===== src/rtl/bscan_pkg.sv =====
`timescale 1ns/1ps
package bscan_pkg;

    typedef struct packed {
        logic capture;
        logic shift;
        logic update;
        logic test_mode;
    } bs_ctrl_t;

    typedef enum logic [1:0] {
        OP_HOLD    = 2'd0,
        OP_SHIFT   = 2'd1,
        OP_CAPTURE = 2'd2
    } stage_op_e;

    // capture has priority over shift
    function automatic stage_op_e decode_op(input bs_ctrl_t c);
        if (c.capture)
            return OP_CAPTURE;
        else if (c.shift)
            return OP_SHIFT;
        else
            return OP_HOLD;
    endfunction

endpackage


===== src/rtl/bscan_ctrl.sv =====
`timescale 1ns/1ps
module bscan_ctrl
    import bscan_pkg::*;
(
    input  logic      clk,
    input  logic      rst,
    input  logic      capture_en,
    input  logic      shift_en,
    input  logic      update_en,
    input  logic      test_mode,
    output stage_op_e op,
    output logic      upd,
    output logic      tmode,
    output logic      conflict_err
);
    bs_ctrl_t ctrl;

    always_comb begin
        ctrl.capture   = capture_en;
        ctrl.shift     = shift_en;
        ctrl.update    = update_en;
        ctrl.test_mode = test_mode;
    end

    assign op    = decode_op(ctrl);
    assign upd   = ctrl.update;
    assign tmode = ctrl.test_mode;

    always_ff @(posedge clk) begin
        if (rst)
            conflict_err <= 1'b0;
        else
            conflict_err <= ctrl.capture & ctrl.shift;
    end


    conflict_flag_chk: assert property (@(posedge clk) disable iff (rst)
        (capture_en && shift_en) |=> conflict_err);


    conflict_clear_chk: assert property (@(posedge clk) disable iff (rst)
        !(capture_en && shift_en) |=> !conflict_err);

endmodule


===== src/rtl/bscan_cell.sv =====
`timescale 1ns/1ps
module bscan_cell
    import bscan_pkg::*;
(
    input  logic      clk,
    input  logic      rst,
    input  stage_op_e op,
    input  logic      upd,
    input  logic      tmode,
    input  logic      func_in,
    input  logic      scan_prev,
    output logic      stage_q,
    output logic      func_out
);
    logic upd_q;
    logic stage_d;

    always_comb begin
        unique case (op)
            OP_CAPTURE: stage_d = func_in;
            OP_SHIFT:   stage_d = scan_prev;
            default:    stage_d = stage_q;
        endcase
    end

    always_ff @(posedge clk) begin
        if (rst) begin
            stage_q <= 1'b0;
            upd_q   <= 1'b0;
        end else begin
            stage_q <= stage_d;
            if (upd)
                upd_q <= stage_q;
        end
    end

    assign func_out = tmode ? upd_q : func_in;


    capture_load_chk: assert property (@(posedge clk) disable iff (rst)
        (op == OP_CAPTURE) |=> (stage_q == $past(func_in)));


    shift_load_chk: assert property (@(posedge clk) disable iff (rst)
        (op == OP_SHIFT) |=> (stage_q == $past(scan_prev)));


    latch_hold_chk: assert property (@(posedge clk) disable iff (rst)
        !upd |=> $stable(upd_q));


    latch_old_stage_chk: assert property (@(posedge clk) disable iff (rst)
        upd |=> (upd_q == $past(stage_q)));

endmodule


===== src/rtl/bscan_chain.sv =====
`timescale 1ns/1ps
module bscan_chain
    import bscan_pkg::*;
#(
    parameter int                   NUM_CELLS   = 8,
    parameter logic [NUM_CELLS-1:0] CELL_IS_OUT = 8'hF0
) (
    input  logic                 clk,
    input  logic                 rst,
    input  logic                 capture_en,
    input  logic                 shift_en,
    input  logic                 update_en,
    input  logic                 test_mode,
    input  logic                 scan_in,
    input  logic [NUM_CELLS-1:0] pad_in,
    input  logic [NUM_CELLS-1:0] core_out,
    output logic [NUM_CELLS-1:0] to_core,
    output logic [NUM_CELLS-1:0] to_pad,
    output logic                 scan_out,
    output logic                 conflict_err
);
    localparam int LAST = NUM_CELLS - 1;

    stage_op_e            op;
    logic                 upd;
    logic                 tmode;
    logic [NUM_CELLS-1:0] stage;
    logic [NUM_CELLS-1:0] prev;
    logic [NUM_CELLS-1:0] cell_in;
    logic [NUM_CELLS-1:0] cell_out;

    bscan_ctrl u_ctrl (
        .clk          (clk),
        .rst          (rst),
        .capture_en   (capture_en),
        .shift_en     (shift_en),
        .update_en    (update_en),
        .test_mode    (test_mode),
        .op           (op),
        .upd          (upd),
        .tmode        (tmode),
        .conflict_err (conflict_err)
    );

    assign prev = {stage[LAST-1:0], scan_in};

    for (genvar i = 0; i < NUM_CELLS; i++) begin : g_cell
        if (CELL_IS_OUT[i]) begin : g_out
            assign cell_in[i] = core_out[i];
            assign to_pad[i]  = cell_out[i];
            assign to_core[i] = 1'b0;
        end else begin : g_in
            assign cell_in[i] = pad_in[i];
            assign to_core[i] = cell_out[i];
            assign to_pad[i]  = 1'b0;
        end

        bscan_cell u_cell (
            .clk       (clk),
            .rst       (rst),
            .op        (op),
            .upd       (upd),
            .tmode     (tmode),
            .func_in   (cell_in[i]),
            .scan_prev (prev[i]),
            .stage_q   (stage[i]),
            .func_out  (cell_out[i])
        );
    end

    assign scan_out = stage[LAST];


    unused_side_zero_chk: assert property (@(posedge clk) disable iff (rst)
        ((to_pad & ~CELL_IS_OUT) == '0) && ((to_core & CELL_IS_OUT) == '0));


    pins_stable_chk: assert property (@(posedge clk) disable iff (rst)
        (test_mode && !update_en) |=> (test_mode -> ($stable(to_core) && $stable(to_pad))));

endmodule


===== config.mk =====
export PLATFORM = sky130hd
export DESIGN_NAME = bscan_chain
export DESIGN_NICKNAME = d
export VERILOG_FILES = /design/src/rtl/bscan_pkg.sv /design/src/rtl/bscan_ctrl.sv /design/src/rtl/bscan_cell.sv /design/src/rtl/bscan_chain.sv
export SDC_FILE = /design/constraint.sdc
export NUM_CORES = 1
export LEC_CHECK = 0
export ABC_CLOCK_PERIOD_IN_PS = 1690
export BUFFER_PORTS_ARGS = -buffer_cell sky130_fd_sc_hd__buf_2
export CORE_ASPECT_RATIO = 1.25
export CORE_MARGIN = 2
export CORE_UTILIZATION = 49
export DETAILED_ROUTE_END_ITERATION = 6
export PLACE_DENSITY = 0.83
export SLEW_MARGIN = 15
export SYNTH_ARGS = -nofsm -noshare
export SYNTH_HDL_FRONTEND = slang
export SYNTH_SLANG_ARGS = --single-unit

===== constraint.sdc =====
create_clock -name clk -period 1.69 [get_ports clk]
set_clock_uncertainty 0.2 [all_clocks]
set_input_delay 0.0845 -clock clk [delete_from_list [all_inputs] [get_ports clk]]
set_output_delay 0.0845 -clock clk [all_outputs]
set_load 0.005 [all_outputs]

==> out/qor.yml <==
placed_design:
  gp_congestion: 0.7177
  port_buffers: 24
  hpwl_mm: 1.076
timing:
  setup_violations: 0
  fin_crit_ns: 1.679
  period_share_pct: 99.33
  report.final.slew_viol_count: 0
  max_freq_mhz: 595.7
  hold_violations: 0
  finalSetupTns_ns: 0
pwr:
  intPower_mw: 0.6161
  p_leak_nw: 0.5499
  p_seq_share_pct: 53.0
  ir_drop_mv: 0.3970
  p_per_area_nw_per_um2: 718.2
  p_sw_mw: 0.2133
  pwr-share-comb_pct: 20.9
  switching_share_pct: 25.72
  p_clk_share_pct: 26.1
setup_path:
  crit_start: "capture_en"
  cp_max_fo: 10
  cp.arrival_ns: 1.65
  cpMostUsedCell: "dlygate4sd3_1"
  reg2reg_from: "g_cell[3].u_cell.stage_q"
  cpLargestDelayFamily: "buffers and inverters"
  path_buf_inv: 4
  setup.worst_path.end_class: "flop"
  max_stage_delay_ns: 0.57
  worstPathRequired_ns: 1.67
  worst-setup-path-type: "primary input to flop"
  crit_chain: "dlygate4sd3_1 > buf_4 > inv_2 > a211oi_2 > dlygate4sd3_1"
  crit_slowest_cell: "dlygate4sd3_1"
  start_kind: "primary input"
global_route:
  first_global_vias: 654
  overflow: 0
  grt_usage_pct: 16.68
  grt_pass1_wl_mm: 2.822
  antenna_found_initial: 0
  grt_max_degree: 18
logic_synthesis:
  ys_types: 13
  netlist_instances: 91
  postSynthAreaPerCell_um2: 9.913
  yosysWarnings: 0
  synth-seq-area-share_pct: 37.73
  synth_seq_cells: 17
  syn_area_um2: 902.1
floorplanning:
  start_util_pct: 51.72
  chipWidth_um: 42.38
  core_um2: 1744
  die_h_um: 51.97
  rows: 17
  io_pins: 41
  fp.dieArea_um2: 2202
clocking:
  postCtsSetupRepairBufs: 0
  clock_latency_ns: 0.28
  cts_tree: "done"
  root_buffer: "clkbuf_4"
  cts.path.max_buffers: 2
  htreeDepth: 1
  cts_sinks: 17
  cts_made_buffers: 3
  path_clk_slew_ns: 0.10
routing:
  wirelength_mm: 1.769
  drt_iter0_drc: 14
  wl_per_cell_um: 12.55
  drc_errors: 0
  dr.pass1.iters: 4
  vias_per_cell: 4.865
  vias: 686
  ant_nets: 0
finish:
  diodes: 0
  layout_common_cells: "buf_2, dlygate4sd3_1, dfxtp_1"
  nFillCells: 146
  utilization_pct: 66.21
  nNetsFinal: 146
  ff_latch_area_um2: 340.3
  layout_commonest_cell: "buf_2"
  area_growth_syn_to_layout_pct: 28.02
  drive_gt1_share_pct: 34.43
  multiInputGateArea_um2: 457.9
min_path:
  holdCritStartpoint: "update_en"
  hold_path_class: "primary input to flop"
job:
  maxCapViolCount: 0
run_status:
  status: "completed"
-- final cells by class --
type                    count  area share [%]
clock buffers               4           2.275
repair buffers             42           26.22
well taps                  19           2.059
flip-flops and latches     17           29.47
multi-input cells          58           39.65
inverters                   1          0.3250
-- worst paths after layout --
path / slack [ns] / endpoint / cells past startpoint
worst max-delay path: 0.01 / g_cell[2].u_cell.stage_q / 5
worst min-delay path: 0.04 / g_cell[6].u_cell.upd_q / 3
worst max register to register: 0.16 / g_cell[4].u_cell.stage_q / 3
worst min register to register: 0.31 / g_cell[3].u_cell.upd_q / 2
-- synthesized netlist by cell type --
| master | count | share of area, % |
|---|---|---|
| dfxtp_1 | 17 | 38 |
| buf_4 | 16 | 13 |
| mux2i_1 | 16 | 18 |
| nor2_1 | 9 | 3.7 |
| a211oi_1 | 8 | 6.7 |
| mux2_2 | 8 | 10 |
| nor2b_1 | 8 | 5.5 |
| buf_2 | 4 | 2.2 |
| buf_6 | 1 | 1.2 |
| clkbuf_2 | 1 | 0.55 |
| conb_1 | 1 | 0.42 |
| inv_2 | 1 | 0.42 |
| nand2_1 | 1 | 0.42 |
-- flip-flops by register name (all words and copies together), names as in the netlist --
name                   count
g_cell.u_cell.stage_q      8
g_cell.u_cell.upd_q        8
u_ctrl.conflict_err        1
-- power groups by stage --
stage | combinational [mW] | sequential, mW | clock, mW
after detailed placement | 0.126 | 0.449 | 0
final | 0.174 | 0.439 | 0.216
after global routing | 0.192 | 0.443 | 0.241
after CTS | 0.165 | 0.439 | 0.225
after floorplan | 0.121 | 0.445 | 0
after global placement | 0.124 | 0.447 | 0
-- metal layers --
| metal | wire (µm) | share of wire, % | track usage, % |
|---|---|---|---|
| met1 | 738 | 42 | 20.73 |
| met2 | 949 | 54 | 29.74 |
| met3 | 81 | 4.6 | 2.431 |
| met4 | 0 | 0 | 4.688 |
| met5 | 0 | 0 | 0 |
-- repair_timing --
action	4_1_cts	5_1_grt
hold buffers	19	1
setup endpoints to repair	0	8
endpoints found under the hold margin	17	1
gates resized for setup	0	8
-- through the flow --
stage | hold slack, ns | setup slack [ns] | power, mW | instance area [µm²] | std cells
2_1_floorplan | 0.07550 | 0.6927 | 0.5655 | 928.4 | 98
4_1_cts | 0.02747 | 0.03312 | 0.8292 | 1132 | 142
3_5_place_dp | 0.2001 | 0.6146 | 0.5750 | 915.9 | 119
3_3_place_gp | 0.1958 | 0.6259 | 0.5715 | 915.9 | 119
6_report | 0.03846 | 0.01138 | 0.8295 | 1155 | 141
5_1_grt | 0.04290 | -0.04254 | 0.8763 | 1155 | 141
-- worst reg2reg max path, stage by stage (launching register included) --
cell and delay, ns:
dfxtp_1 0.34, mux2i_1 0.22, a211oi_2 0.10, dlygate4sd3_1 0.56
-- logic make-up (layout without fill, tap and decap cells) --
group | Yosys count | count (layout) | share of synthesized area (%)
mux | 24 | 24 | 27.74
buf+inv | 23 | 47 | 17.75
simple gates | 18 | 18 | 9.708
flops | 17 | 17 | 37.73
compound gates | 8 | 8 | 6.658
other cells | 1 | 8 | 0.4157
Power figures use the tool's default switching activity.
